$ cat src/rtl/cmdpar_pkg.sv
`timescale 1ns/1ps
package cmdpar_pkg;

   // Classification of a registered command
   typedef enum logic [1:0] {
      KIND_DESEL  = 2'd0,
      KIND_DRAM   = 2'd1,
      KIND_CFG_WR = 2'd2
   } cmd_kind_e;

   // Idle level of the active-low strobes and selects
   localparam logic STROBE_IDLE = 1'b1;

   // Address bits consumed by the word index above the data field
   localparam int unsigned IDX_ADDR_BITS = 2;

endpackage

$ cat src/rtl/cmdpar_capture.sv
`timescale 1ns/1ps
module cmdpar_capture #(
   parameter int unsigned ADDR_W = 16,
   parameter int unsigned BANK_W = 3,
   parameter int unsigned CS_W   = 2
) (
   input  logic              clk,
   input  logic              rst_n,
   input  logic [ADDR_W-1:0] addr_i,
   input  logic [BANK_W-1:0] bank_i,
   input  logic              ras_n_i,
   input  logic              cas_n_i,
   input  logic              we_n_i,
   input  logic [CS_W-1:0]   cs_n_i,
   input  logic              par_i,
   output logic [ADDR_W-1:0] addr_q,
   output logic [BANK_W-1:0] bank_q,
   output logic              ras_n_q,
   output logic              cas_n_q,
   output logic              we_n_q,
   output logic [CS_W-1:0]   cs_n_q,
   output logic              par_q
);
   import cmdpar_pkg::*;

   always_ff @(posedge clk) begin
      if (!rst_n) begin
         addr_q  <= '0;
         bank_q  <= '0;
         ras_n_q <= STROBE_IDLE;
         cas_n_q <= STROBE_IDLE;
         we_n_q  <= STROBE_IDLE;
         cs_n_q  <= {CS_W{STROBE_IDLE}};
         par_q   <= 1'b0;
      end else begin
         addr_q  <= addr_i;
         bank_q  <= bank_i;
         ras_n_q <= ras_n_i;
         cas_n_q <= cas_n_i;
         we_n_q  <= we_n_i;
         cs_n_q  <= cs_n_i;
         par_q   <= par_i;
      end
   end

endmodule

$ cat src/rtl/cmdpar_parity.sv
`timescale 1ns/1ps
module cmdpar_parity #(
   parameter int unsigned N    = 23,
   parameter bit          TREE = 1'b1
) (
   input  logic [N-1:0] bits_i,
   output logic         odd_o
);

   generate
      if (N < 2) begin : g_bad_n
         $error("cmdpar_parity: N must be at least 2");
      end

      if (TREE) begin : g_tree
         assign odd_o = ^bits_i;
      end else begin : g_chain
         logic [N:0] acc;
         assign acc[0] = 1'b0;
         for (genvar g = 0; g < N; g++) begin : g_link
            assign acc[g+1] = acc[g] ^ bits_i[g];
         end
         assign odd_o = acc[N];
      end
   endgenerate

endmodule

$ cat src/rtl/cmdpar_err_hold.sv
`timescale 1ns/1ps
module cmdpar_err_hold #(
   parameter int unsigned HOLD = 2
) (
   input  logic clk,
   input  logic rst_n,
   input  logic fail_i,
   output logic err_n_o
);
   localparam int unsigned CW = $clog2(HOLD + 1);
   localparam logic [CW-1:0] LOAD = CW'(HOLD);

   logic [CW-1:0] cnt;

   generate
      if (HOLD < 1) begin : g_bad_hold
         $error("cmdpar_err_hold: HOLD must be at least 1");
      end
   endgenerate

   always_ff @(posedge clk) begin
      if (!rst_n) begin
         cnt <= '0;
      end else if (fail_i) begin
         cnt <= LOAD;
      end else if (cnt != '0) begin
         cnt <= cnt - 1'b1;
      end
   end

   assign err_n_o = (cnt == '0);

endmodule

$ cat src/rtl/cmdpar_cfg_bank.sv
`timescale 1ns/1ps
module cmdpar_cfg_bank #(
   parameter int unsigned IDX_W  = 5,
   parameter int unsigned WORD_W = 4
) (
   input  logic                            clk,
   input  logic                            rst_n,
   input  logic                            wr_en_i,
   input  logic [IDX_W-1:0]                idx_i,
   input  logic [WORD_W-1:0]               data_i,
   output logic [(1<<IDX_W)*WORD_W-1:0]    words_o
);
   localparam int unsigned NUM_WORDS = 1 << IDX_W;

   generate
      for (genvar w = 0; w < NUM_WORDS; w++) begin : g_word
         logic [WORD_W-1:0] word_q;
         always_ff @(posedge clk) begin
            if (!rst_n) begin
               word_q <= '0;
            end else if (wr_en_i && (idx_i == IDX_W'(w))) begin
               word_q <= data_i;
            end
         end
         assign words_o[w*WORD_W +: WORD_W] = word_q;
      end
   endgenerate

endmodule

$ cat src/rtl/cmd_parity_register.sv
`timescale 1ns/1ps
module cmd_parity_register #(
   parameter int unsigned ADDR_W   = 16,
   parameter int unsigned BANK_W   = 3,
   parameter int unsigned CS_W     = 2,
   parameter int unsigned WORD_W   = 4,
   parameter int unsigned ERR_HOLD = 2,
   parameter bit          PAR_TREE = 1'b1
) (
   input  logic                                     clk,
   input  logic                                     rst_n,
   input  logic [ADDR_W-1:0]                        addr_i,
   input  logic [BANK_W-1:0]                        bank_i,
   input  logic                                     ras_n_i,
   input  logic                                     cas_n_i,
   input  logic                                     we_n_i,
   input  logic [CS_W-1:0]                          cs_n_i,
   input  logic                                     par_i,
   output logic [ADDR_W-1:0]                        addr_o,
   output logic [BANK_W-1:0]                        bank_o,
   output logic                                     ras_n_o,
   output logic                                     cas_n_o,
   output logic                                     we_n_o,
   output logic [CS_W-1:0]                          cs_n_o,
   output logic                                     err_n_o,
   output logic [(1<<(BANK_W+2))*WORD_W-1:0]        cfg_words_o
);
   import cmdpar_pkg::*;

   localparam int unsigned IDX_W     = BANK_W + IDX_ADDR_BITS;
   localparam int unsigned PAR_N     = ADDR_W + BANK_W + 4;
   localparam int unsigned DATA_ABIT = WORD_W - 1;

   generate
      if (ADDR_W < DATA_ABIT + IDX_ADDR_BITS) begin : g_bad_addr
         $error("cmd_parity_register: ADDR_W too small for index and data fields");
      end
      if (WORD_W < 2 || WORD_W > 4) begin : g_bad_word
         $error("cmd_parity_register: WORD_W must be 2..4");
      end
      if (CS_W < 1 || BANK_W < 1) begin : g_bad_sel
         $error("cmd_parity_register: CS_W and BANK_W must be at least 1");
      end
      if (ERR_HOLD < 2) begin : g_bad_hold
         $error("cmd_parity_register: ERR_HOLD must be at least 2");
      end
   endgenerate

   logic par_q;
   logic odd;
   cmd_kind_e kind;
   logic fail;
   logic wr_en;
   logic [IDX_W-1:0]  wr_idx;
   logic [WORD_W-1:0] wr_data;

   cmdpar_capture #(
      .ADDR_W (ADDR_W),
      .BANK_W (BANK_W),
      .CS_W   (CS_W)
   ) i_capture (
      .clk     (clk),
      .rst_n   (rst_n),
      .addr_i  (addr_i),
      .bank_i  (bank_i),
      .ras_n_i (ras_n_i),
      .cas_n_i (cas_n_i),
      .we_n_i  (we_n_i),
      .cs_n_i  (cs_n_i),
      .par_i   (par_i),
      .addr_q  (addr_o),
      .bank_q  (bank_o),
      .ras_n_q (ras_n_o),
      .cas_n_q (cas_n_o),
      .we_n_q  (we_n_o),
      .cs_n_q  (cs_n_o),
      .par_q   (par_q)
   );

   cmdpar_parity #(
      .N    (PAR_N),
      .TREE (PAR_TREE)
   ) i_parity (
      .bits_i ({addr_o, bank_o, ras_n_o, cas_n_o, we_n_o, par_q}),
      .odd_o  (odd)
   );

   always_comb begin
      if (&cs_n_o) begin
         kind = KIND_DESEL;
      end else if ((cs_n_o == '0) && !ras_n_o && !cas_n_o && !we_n_o) begin
         kind = KIND_CFG_WR;
      end else begin
         kind = KIND_DRAM;
      end
   end

   assign fail    = (kind != KIND_DESEL) && odd;
   assign wr_en   = (kind == KIND_CFG_WR) && !odd;
   assign wr_idx  = {bank_o, addr_o[DATA_ABIT +: IDX_ADDR_BITS]};
   assign wr_data = {bank_o[BANK_W-1], addr_o[DATA_ABIT-1:0]};

   cmdpar_err_hold #(
      .HOLD (ERR_HOLD)
   ) i_err_hold (
      .clk     (clk),
      .rst_n   (rst_n),
      .fail_i  (fail),
      .err_n_o (err_n_o)
   );

   cmdpar_cfg_bank #(
      .IDX_W  (IDX_W),
      .WORD_W (WORD_W)
   ) i_cfg_bank (
      .clk     (clk),
      .rst_n   (rst_n),
      .wr_en_i (wr_en),
      .idx_i   (wr_idx),
      .data_i  (wr_data),
      .words_o (cfg_words_o)
   );

endmodule

$ cat config.mk
export PLATFORM = sky130hd
export DESIGN_NAME = cmd_parity_register
export DESIGN_NICKNAME = d
export VERILOG_FILES = /design/src/rtl/cmdpar_pkg.sv /design/src/rtl/cmdpar_capture.sv /design/src/rtl/cmdpar_parity.sv /design/src/rtl/cmdpar_err_hold.sv /design/src/rtl/cmdpar_cfg_bank.sv /design/src/rtl/cmd_parity_register.sv
export SDC_FILE = /design/constraint.sdc
export NUM_CORES = 1
export LEC_CHECK = 0
export BUFFER_PORTS_ARGS = -buffer_cell sky130_fd_sc_hd__buf_2
export CAP_MARGIN = 20
export CORE_UTILIZATION = 40
export CTS_CLUSTER_DIAMETER = 80
export CTS_CLUSTER_SIZE = 30
export DETAILED_ROUTE_END_ITERATION = 16
export PLACE_DENSITY = 0.63
export SLEW_MARGIN = 5
export SYNTH_ARGS = -nofsm -noshare
export SYNTH_HDL_FRONTEND = slang
export SYNTH_SLANG_ARGS = --single-unit
$ cat constraint.sdc
create_clock -name clk -period 3.5 [get_ports clk]
set_input_delay 0.35 -clock clk [delete_from_list [all_inputs] [get_ports clk]]
set_output_delay 0.35 -clock clk [all_outputs]
set_load 0.03 [all_outputs]
# --- Yosys cells after proc, flatten, opt, wreduce, memory -nomap -nowiden ---
# Index checks and enable logic that the tools add are counted.
# Widths: inputs -> output; s select.
totals:
  regBits: 155
  latchBits: 0
  ram_bits: 0
  mem_bits_ro: 0
  in_bits: 27
  output_inout_bits: 153
  elab_cells: 129
  memories: 0
op_classes:
  n_addsub: 1
  mul: 0
  div_mod_pow: 0
  n_lt_le_gt_ge: 0
  eq_ne: 32
  shift: 0
  mux: 4
  bitwise_logic: 1
  reduce_logical: 50
ops:
  columns: ["op", "count"]
  rows:
  - ["$eq 5x5->1 const B", 16]
  - ["$eq 5x4->1 const B", 8]
  - ["$logic_and 1x1->1", 37]
  - ["$reduce_xor 23->1", 1]
  - ["$eq 5x3->1 const B", 4]
  - ["$eq 5x2->1 const B", 2]
  - ["$mux 2", 4]
  - ["$reduce_bool 2->1", 3]
  - ["$eq 5x1->1 const B", 1]
  - ["$logic_not 5->1", 1]
  - ["$logic_not 1->1", 4]
  - ["$logic_not 2->1", 2]
  - ["$eq 2x2->1 const B", 1]
  - ["$reduce_and 2->1", 1]
  - ["$reduce_or 2->1", 1]
  - ["$sub 2x1->2 const B", 1]
  - ["$not 1->1", 1]

# --- Depth between registers and ports, before layout ---
# Gate-level depths: netlist of the first run.
depth:
  word_depth: 9
  mapped_depth: 8
  ltp_nobuf: 7

# --- Modules after synthesis ---
# Synthesis of the first run repeated with hierarchy kept, for this count alone.
unflattened:
  cells_unflattened: 548
  hier_area_um2: 5706.7
by_module_without_submodules:
  columns: ["module", "n_inst", "cells_per_inst", "area_each_um2", "seq_area_each_um2"]
  rows:
  - ["cmdpar_cfg_bank", 1, 466, 4737.0, 2562.5]
  - ["cmdpar_capture", 1, 52, 679.4, 500.5]
  - ["cmdpar_parity", 1, 21, 197.7, 0.0]
  - ["cmdpar_err_hold", 1, 6, 67.6, 40.0]
  - ["cmd_parity_register", 1, 3, 25.0, 0.0]

# --- Worst setup path after synthesis of the first run ---
# Ideal clock, no wire load.
synth_timing:
  path_type: "reg-to-reg"
  startpoint: "register i_capture.bank_q[0]"
  endpoint: "register i_cfg_bank.g_word[0].word_q[3]"
  setup_time_ps: 115
  t_arrival_ps: 2406
  t_required_ps: 3385
  setup_slack_ps: 978
  stages_incl_launch_ff: 9
  n_path_buf: 1
  synth_period_minus_slack_ps: 2522
  path_cell_list: "dfxtp_1 inv_1 ha_1 xnor2_1 xnor2_1 xnor3_2 clkbuf_8 mux2_4 and3_1"
synth_between:
  elab_chain_cells: 4
  elab_cells_between_ends: 5
  classes_between: "5 x reduce/logical"
synth_rtl:
  columns: ["element", "line", "rtl"]
  rows:
  - ["start, declared", "cmdpar_capture.sv:17", "output logic [BANK_W-1:0] bank_q,"]
  - ["start signal, assigned", "cmdpar_capture.sv:37", "bank_q <= bank_i;"]
  - ["$reduce_xor 23->1", "cmdpar_parity.sv:16", "assign odd_o = ^bits_i;"]
  - ["$logic_not 1->1", "cmd_parity_register.sv:99", "assign wr_en = (kind == KIND_CFG_WR) && !odd;"]
  - ["$logic_and 1x1->1", "cmd_parity_register.sv:99", null]
  - ["$logic_and 1x1->1 *", "cmdpar_cfg_bank.sv:21", "end else if (wr_en_i && (idx_i == IDX_W'(w))) begin"]
  - ["end signal, assigned", "cmdpar_cfg_bank.sv:22", "word_q <= data_i;"]
  - ["end, declared", "cmdpar_cfg_bank.sv:17", "logic [WORD_W-1:0] word_q;"]
# Mark *: on every way between the ends. The rest lies on a longest branch, timed or not.
# A chain may end at the register's enable or synchronous reset.

# --- Worst setup path in the final report of the first run ---
layout_timing:
  startpoint: "register i_capture.we_n_q"
  endpoint: "register i_cfg_bank.g_word[5].word_q[3]"
layout_between:
  elab_chain_cells: 7
  elab_cells_between_ends: 9
  classes_between: "1 x eq/ne; 2 x mux; 6 x reduce/logical"
layout_rtl:
  columns: ["element", "line", "rtl"]
  rows:
  - ["start, declared", "cmdpar_capture.sv:20", "output logic we_n_q,"]
  - ["start signal, assigned", "cmdpar_capture.sv:40", "we_n_q <= we_n_i;"]
  - ["$logic_not 1->1", "cmd_parity_register.sv:91", "end else if ((cs_n_o == '0) && !ras_n_o && !cas_n_o && !we_n_o) begin"]
  - ["$logic_and 1x1->1", "cmd_parity_register.sv:91", null]
  - ["$mux 2", "cmd_parity_register.sv:91", null]
  - ["$mux 2", "cmd_parity_register.sv:89", "if (&cs_n_o) begin"]
  - ["$eq 2x2->1", "cmd_parity_register.sv:99", null]
  - ["$logic_and 1x1->1 *", "cmd_parity_register.sv:99", null]
  - ["$logic_and 1x1->1 *", "cmdpar_cfg_bank.sv:21", null]
  - ["end signal, assigned", "cmdpar_cfg_bank.sv:22", null]
  - ["end, declared", "cmdpar_cfg_bank.sv:17", null]
# Marked as above.

==> results of run 1 <==
==> sequential cells by signal, indices dropped and copies added, names as in the netlist <==
register	cells
i_capture.cs_n_q	2
i_capture.bank_q	3
i_cfg_bank.g_word.word_q	128
i_capture.ras_n_q	1
i_capture.addr_q	16
i_capture.cas_n_q	1
i_err_hold.cnt	2
i_capture.par_q	1
i_capture.we_n_q	1
==> worst max-delay path by stage <==
stage                     cells past startpoint  slack (ps)                            from                                           end
after floorplan                               8         980  i_capture.bank_q[0]$_SDFF_PN0_   i_cfg_bank.g_word[0].word_q[3]$_SDFFE_PN0P_
after global placement                        6         930     i_capture.we_n_q$_SDFF_PN1_   i_cfg_bank.g_word[4].word_q[3]$_SDFFE_PN0P_
after detailed placement                      6         860     i_capture.we_n_q$_SDFF_PN1_  i_cfg_bank.g_word[25].word_q[1]$_SDFFE_PN0P_
after CTS                                     6         850     i_capture.we_n_q$_SDFF_PN1_   i_cfg_bank.g_word[4].word_q[3]$_SDFFE_PN0P_
after global routing                          6         700     i_capture.we_n_q$_SDFF_PN1_   i_cfg_bank.g_word[5].word_q[3]$_SDFFE_PN0P_
final                                         6         830     i_capture.we_n_q$_SDFF_PN1_   i_cfg_bank.g_word[5].word_q[3]$_SDFFE_PN0P_
==> kinds of logic after synthesis <==
group / share of synthesized area [%]
compound gates: 2.10
xor+xnor: 3.39
fa+ha+maj: 1.54
buf+inv: 4.66
flops: 47.8
mux: 22.7
simple gates: 17.8
==> critical path, delay by kind of cell (launching register included) <==
kind | cells | cell delay (ps)
buf+inv | 1 | 390
mux | 1 | 360
flops | 1 | 320
simple gates | 4 | 1500
==> layout by cell type, fill, tap and decap left out, types with 2 or more instances in the layout <==
cell type and instances:
inv_1 20, dfxtp_1 155, nand2b_1 5, mux2_2 3
nor2b_1 6, buf_4 9, and3_1 11, mux2i_1 96
bufinv_16 7, clkbuf_16 17, ha_1 8, xnor3_1 3
nand3_1 6, nand2_1 119, a21boi_0 14, mux2_4 23
mux2i_4 6, nor3_1 6, and2_1 23, clkinvlp_4 3
xnor2_1 11, clkinv_2 3, nor2_1 7, a21boi_1 2
nand4_1 52, buf_2 178
==> metrics by stage <==
| step | setup WS, ps | utilization, % | hold WS [ps] | instance area [µm²] |
|---|---|---|---|---|
| 2_1_floorplan | 978 | - | 407 | 6490 |
| 3_3_place_gp | 925 | 47.3 | 415 | 7520 |
| 3_5_place_dp | 861 | 47.3 | 418 | 7520 |
| 4_1_cts | 849 | 51.6 | 92.2 | 8190 |
| 5_1_grt | 698 | 51.6 | 99.4 | 8190 |
| 6_report | 825 | 51.6 | 116 | 8190 |
==> area by class of cell <==
| class | instances | area (µm²) |
|---|---|---|
| clock buffer | 18 | 429 |
| clock inverter | 13 | 248 |
| fill | 1467 | 7690 |
| inverter | 20 | 75.1 |
| multi-input combinational | 408 | 3090 |
| sequential | 155 | 3100 |
| tap | 216 | 270 |
| timing repair buffer | 188 | 978 |
==> layer usage <==
layer	track usage, %	vias up
met2	32.0	142
met4	5.61	0
met1	26.6	2360
met5	0	-
met3	6.52	12
li1	-	2460
==> power breakdown <==
part | switching, mW | internal [mW]
logic | 0.436 | 0.293
clock network | 0.697 | 1.40
registers | 0.0205 | 1.79
==> impl_metrics.csv, run 1 <==
group,metric,value,unit
synth,synth_common_cells,"dfxtp_1, nand2_1, mux2i_1, nand4_1, clkbuf_1",
worst_setup_path,slowest_stage,"or4_1",
worst_setup_path,path_cells,"or4_1, nor2_4, buf_4, nand4_1, mux2_2, and3_1",
synth,async_flop_share,0,%
synth,synth-edff-count,0,
worst_setup_path,r2r_start,"i_capture.we_n_q$_SDFF_PN1_",
worst_hold_path,worstHoldStart,"cas_n_i",
route,drtIter0Drc,253,
job,drv_cap,0,
floorplanning,pin_count,180,
placement,place_inst,987,
synth,synth_most_common_cell,"dfxtp_1",
clocking,cts.clk_slew.worst_paths,60,ps
synth,ys.flop_type,"dfxtp_1",
timing,fin_tns_setup,0,ps
final_layout,diodes,0,
floorplanning,initial_core_util,40.9,%
final_layout,final_nets,825,
global_routing,grt_pass1_vias,4959,
floorplanning,fp.dieH,129,µm
worst_setup_path,cp_max_fo,28,
global_routing,antenna_found_initial,0,
worst_hold_path,hold_path_depth,2,
outcome,status,"completed",
floorplanning,die_area,16700,µm²
route,drt-met1-wl,7820,µm
power,power.total,4.63,mW
final_layout,synthToLayoutAreaGrowth,26.2,%
timing,relSlewSlack,43.6,%
route,avgRoutedWirePerCell,16.1,µm
synth,synth-seq-cells,155,
global_routing,track_usage,20.3,%
worst_setup_path,end_kind,"flip-flop",
route,num_vias,4974,
route,vias_per_cell,4.89,
worst_setup_path,r2r_cells,6,
clocking,cts-hold-fix-buffers,0,
synth,synthCells,635,
route,antenna_left,0,
synth,synth_nets,670,
timing,worstMarginPinSlew,844,ps
worst_setup_path,worstPathArrival,2980,ps
route,met2_length,7320,µm
power,power.density,565,nW/µm²
global_routing,grt_max_degree,83,
clocking,clk_latency,410,ps
timing,min_period_over_period,76.4,%
worst_setup_path,start_kind,"flip-flop",
placement,place_hpwl,11300,µm
synth,syn_area_per_cell,10.2,µm²
clocking,cts_tree,"yes",
worst_setup_path,critPathKind,"reg -> reg",
placement,gp_congestion,0.744,
floorplanning,rows,46,
global_routing,grt_remaining_overflow,0,
final_layout,drive_gt1_share,31.5,%
route,routed_wl,16400,µm
worst_hold_path,holdPathEnd,"i_capture.cas_n_q$_SDFF_PN1_",
clocking,cts-resized-gates,0,
worst_setup_path,cp.required,3810,ps
final_layout,layoutNonFillerInstCount,1018,
power,leakage,4.05,nW
synth,syn_area,6490,µm²
route,wl_met3,1120,µm
synth,yosys.area.top_type,"dfxtp_1",
clocking,root_buffer,"clkbuf_16",
clocking,cts.sinks,155,
synth,yosysTopAreaCellShare,47.8,%
timing,setup_viol,0,
route,drtPass1Iterations,4,
synth,synthDistinctLibCells,32,
clocking,cts_max_level,4,
timing,rsz0062_at_grt,"false",
timing,skew,6.62,ps
timing,slew_violations,0,
worst_setup_path,max_stage_delay,700,ps
route,dr.max_layer_used,"met4",
clocking,cts-buffers-inserted,17,
placement,io_buffers,179,
worst_hold_path,hold_path_class,"in -> reg",
synth,synth.area.top_cells,"dfxtp_1, mux2i_1, nand2_1, mux2_4, nand4_1",
timing,hold_viol,0,
synth,synth-seq-area-share,47.8,%
floorplanning,die-width,129,µm
worst_setup_path,r2r_end,"i_cfg_bank.g_word[5].word_q[3]$_SDFFE_PN0P_",
global_routing,grt_pass1_wl,25800,µm
synth,synth_warnings,0,
worst_setup_path,reg2reg_slack,830,ps
timing,period_minus_slack,2670,ps
timing,max_freq,374,MHz
clocking,post_cts_buffers,0,
power,peakVddDrop,0.479,mV
floorplanning,core,15900,µm²
route,drc,0,
clocking,cts_buffer_depth,2,
Power figures use the tool's default switching activity.
==> run 2: changes to the inputs <==
PLACE_DENSITY = 0.65   (was 0.63)
clock period = 2.4 ns   (was 3.5 ns; I/O delays follow)
==> run 2 against run 1 <==
Against the previous run:
- the run now ends with setup timing left
- global-route usage increased by 0.47 points
- first-iteration DRC count fell by 18%
- utilization is 2.2 points higher
- non-clock buffer count is 28 higher
- power is 45% higher
- critical path depth is 1 higher
- via count grew 1.5%
- critical endpoint is now i_cfg_bank.g_word[15].word_q[3]$_SDFFE_PN0P_
- largest cell class is now multi-input gates
==> impl_metrics.csv, run 2 (synthesized netlist as in run 1, its figures left out) <==
group,metric,value,unit
clocking,cts.clk_slew.worst_paths,60,ps
power,peakVddDrop,0.560,mV
global_routing,grtUsageMet3,6.81,%
timing,rsz0062_at_grt,"true",
timing,worstMarginPinSlew,623,ps
timing,setup_viol,20,
timing,hold_viol,0,
worst_setup_path,end_kind,"flip-flop",
final_layout,seq_area,3110,µm²
global_routing,grt_remaining_overflow,0,
timing,whs,17.0,ps
final_layout,synthToLayoutAreaGrowth,31.5,%
outcome,status,"complete, but fails checks",
timing,max_freq,411,MHz
floorplanning,die_area,16700,µm²
global_routing,use_met1,26.6,%
timing,relSlewSlack,58.3,%
clocking,cts-buffers-inserted,17,
floorplanning,rows,46,
worst_setup_path,start_kind,"flip-flop",
timing,setup_ws,-32.9,ps
worst_hold_path,hold_path_class,"in -> reg",
route,drtPass1Iterations,4,
route,vias_per_cell,4.83,
global_routing,grt_pass1_wl,26200,µm
clocking,clk_latency,430,ps
route,avgRoutedWirePerCell,15.9,µm
route,antenna_left,0,
final_layout,largest_reg_flops,128,
placement,place_hpwl,11100,µm
clocking,cts_tree,"yes",
power,power.density,784,nW/µm²
global_routing,track_usage,20.8,%
final_layout,layout_commonest_cell,"buf_2",
route,drc,0,
final_layout,diodes,0,
floorplanning,pin_count,180,
job,drv_cap,0,
worst_setup_path,cp.required,2730,ps
final_layout,reg_top3,"i_cfg_bank.g_word.word_q x128, i_capture.addr_q x16, i_capture.bank_q x3",
power,leakage,4.20,nW
worst_setup_path,critPathKind,"reg -> reg",
clocking,root_buffer,"clkbuf_16",
placement,gp_congestion,0.730,
outcome,violations,"setup timing",
route,num_vias,5047,
global_routing,grt_max_degree,97,
placement,io_buffers,179,
floorplanning,initial_core_util,40.9,%
final_layout,mostFrequentLayoutCells,"buf_2, dfxtp_1, nand2_1",
timing,period_minus_slack,2430,ps
timing,min_period_over_period,101,%
global_routing,top_usage_layer,"met2",
timing,skew,11.3,ps
final_layout,multi_input_area,3190,µm²
final_layout,final_nets,853,
global_routing,grtUsageMet2,32.4,%
clocking,cts.sinks,155,
power,power.total,6.69,mW
floorplanning,fp.dieH,129,µm
floorplanning,core,15900,µm²
final_layout,top_register,"i_cfg_bank.g_word.word_q",
worst_setup_path,worstPathArrival,2760,ps
floorplanning,die-width,129,µm
timing,slew_violations,0,
clocking,cts_buffer_depth,2,
global_routing,antenna_found_initial,0,
global_routing,grt_pass1_vias,4911,
route,routed_wl,16600,µm
route,drtIter0Drc,207,
final_layout,fillers,1465,
worst_setup_path,cp_max_fo,9,
final_layout,drive_gt1_share,35.5,%
clocking,cts_max_level,4,
-- run 2: path summary, 6_finish.rpt --
check / from / end / slack (ps) / depth (start not counted)
hold / removal: addr_i[4] / i_capture.addr_q[4]$_SDFF_PN0_ / 20 / 2
setup reg to reg: i_capture.addr_q[14]$_SDFF_PN0_ / i_cfg_bank.g_word[15].word_q[3]$_SDFFE_PN0P_ / -30 / 7
setup / recovery: i_capture.addr_q[14]$_SDFF_PN0_ / i_cfg_bank.g_word[15].word_q[3]$_SDFFE_PN0P_ / -30 / 7
hold reg to reg: i_cfg_bank.g_word[8].word_q[3]$_SDFFE_PN0P_ / i_cfg_bank.g_word[8].word_q[3]$_SDFFE_PN0P_ / 430 / 2
-- run 2: repair_timing --
action                     4_1_cts  5_1_grt
gates resized for setup         11       29
setup endpoints to repair        2      122
gates cloned                     2        0
buffers inserted                 7        1
hold endpoints to repair         8        0
hold buffers                     8        0
pin swaps                       10       17
-- run 2: cell type report --
cell class	instances	share of cell area [%]
clock buffer	19	5.19
clock inverter	11	1.14
inverter	20	0.880
multi-input combinational	408	37.3
sequential	155	36.4
tap	216	3.17
timing repair buffer	216	15.9
-- run 2: report_power, final --
| part | total, mW | switching [mW] | leakage (nW) | internal [mW] |
|---|---|---|---|---|
| registers | 2.63 | 0.0216 | 1.26 | 2.60 |
| clock network | 2.48 | 1.04 | 0.257 | 1.43 |
| logic | 1.59 | 0.752 | 2.68 | 0.837 |
| total | 6.69 | 1.82 | 4.20 | 4.88 |
-- run 2: routing by layer --
metal | up-vias | part of all wire, % | routed length, µm
li1 | 2524 | - | -
met1 | 2349 | 48 | 7890
met2 | 153 | 44 | 7320
met3 | 21 | 6.8 | 1120
met4 | 0 | 1.7 | 275
met5 | - | 0 | 0
-- run 2: critical path, cell delays in order, from the launching register on --
cell and delay [ps]:
dfxtp_2 320, xnor3_1 400, xnor3_1 270, xnor3_2 500
buf_12 170, buf_12 150, mux2_4 330, and3_1 180
-- run 2: stage by stage --
step	std cells	instance area, µm²	TNS, ps	util [%]	setup WS [ps]
3_3_place_gp	999	7700	0	48.5	6.96
2_1_floorplan	635	6500	0	-	9.99
6_report	1045	8540	-203	53.7	-32.9
5_1_grt	1045	8540	-6430	53.7	-108
4_1_cts	1046	8500	0	53.5	2.20
3_5_place_dp	999	7700	0	48.5	22.5
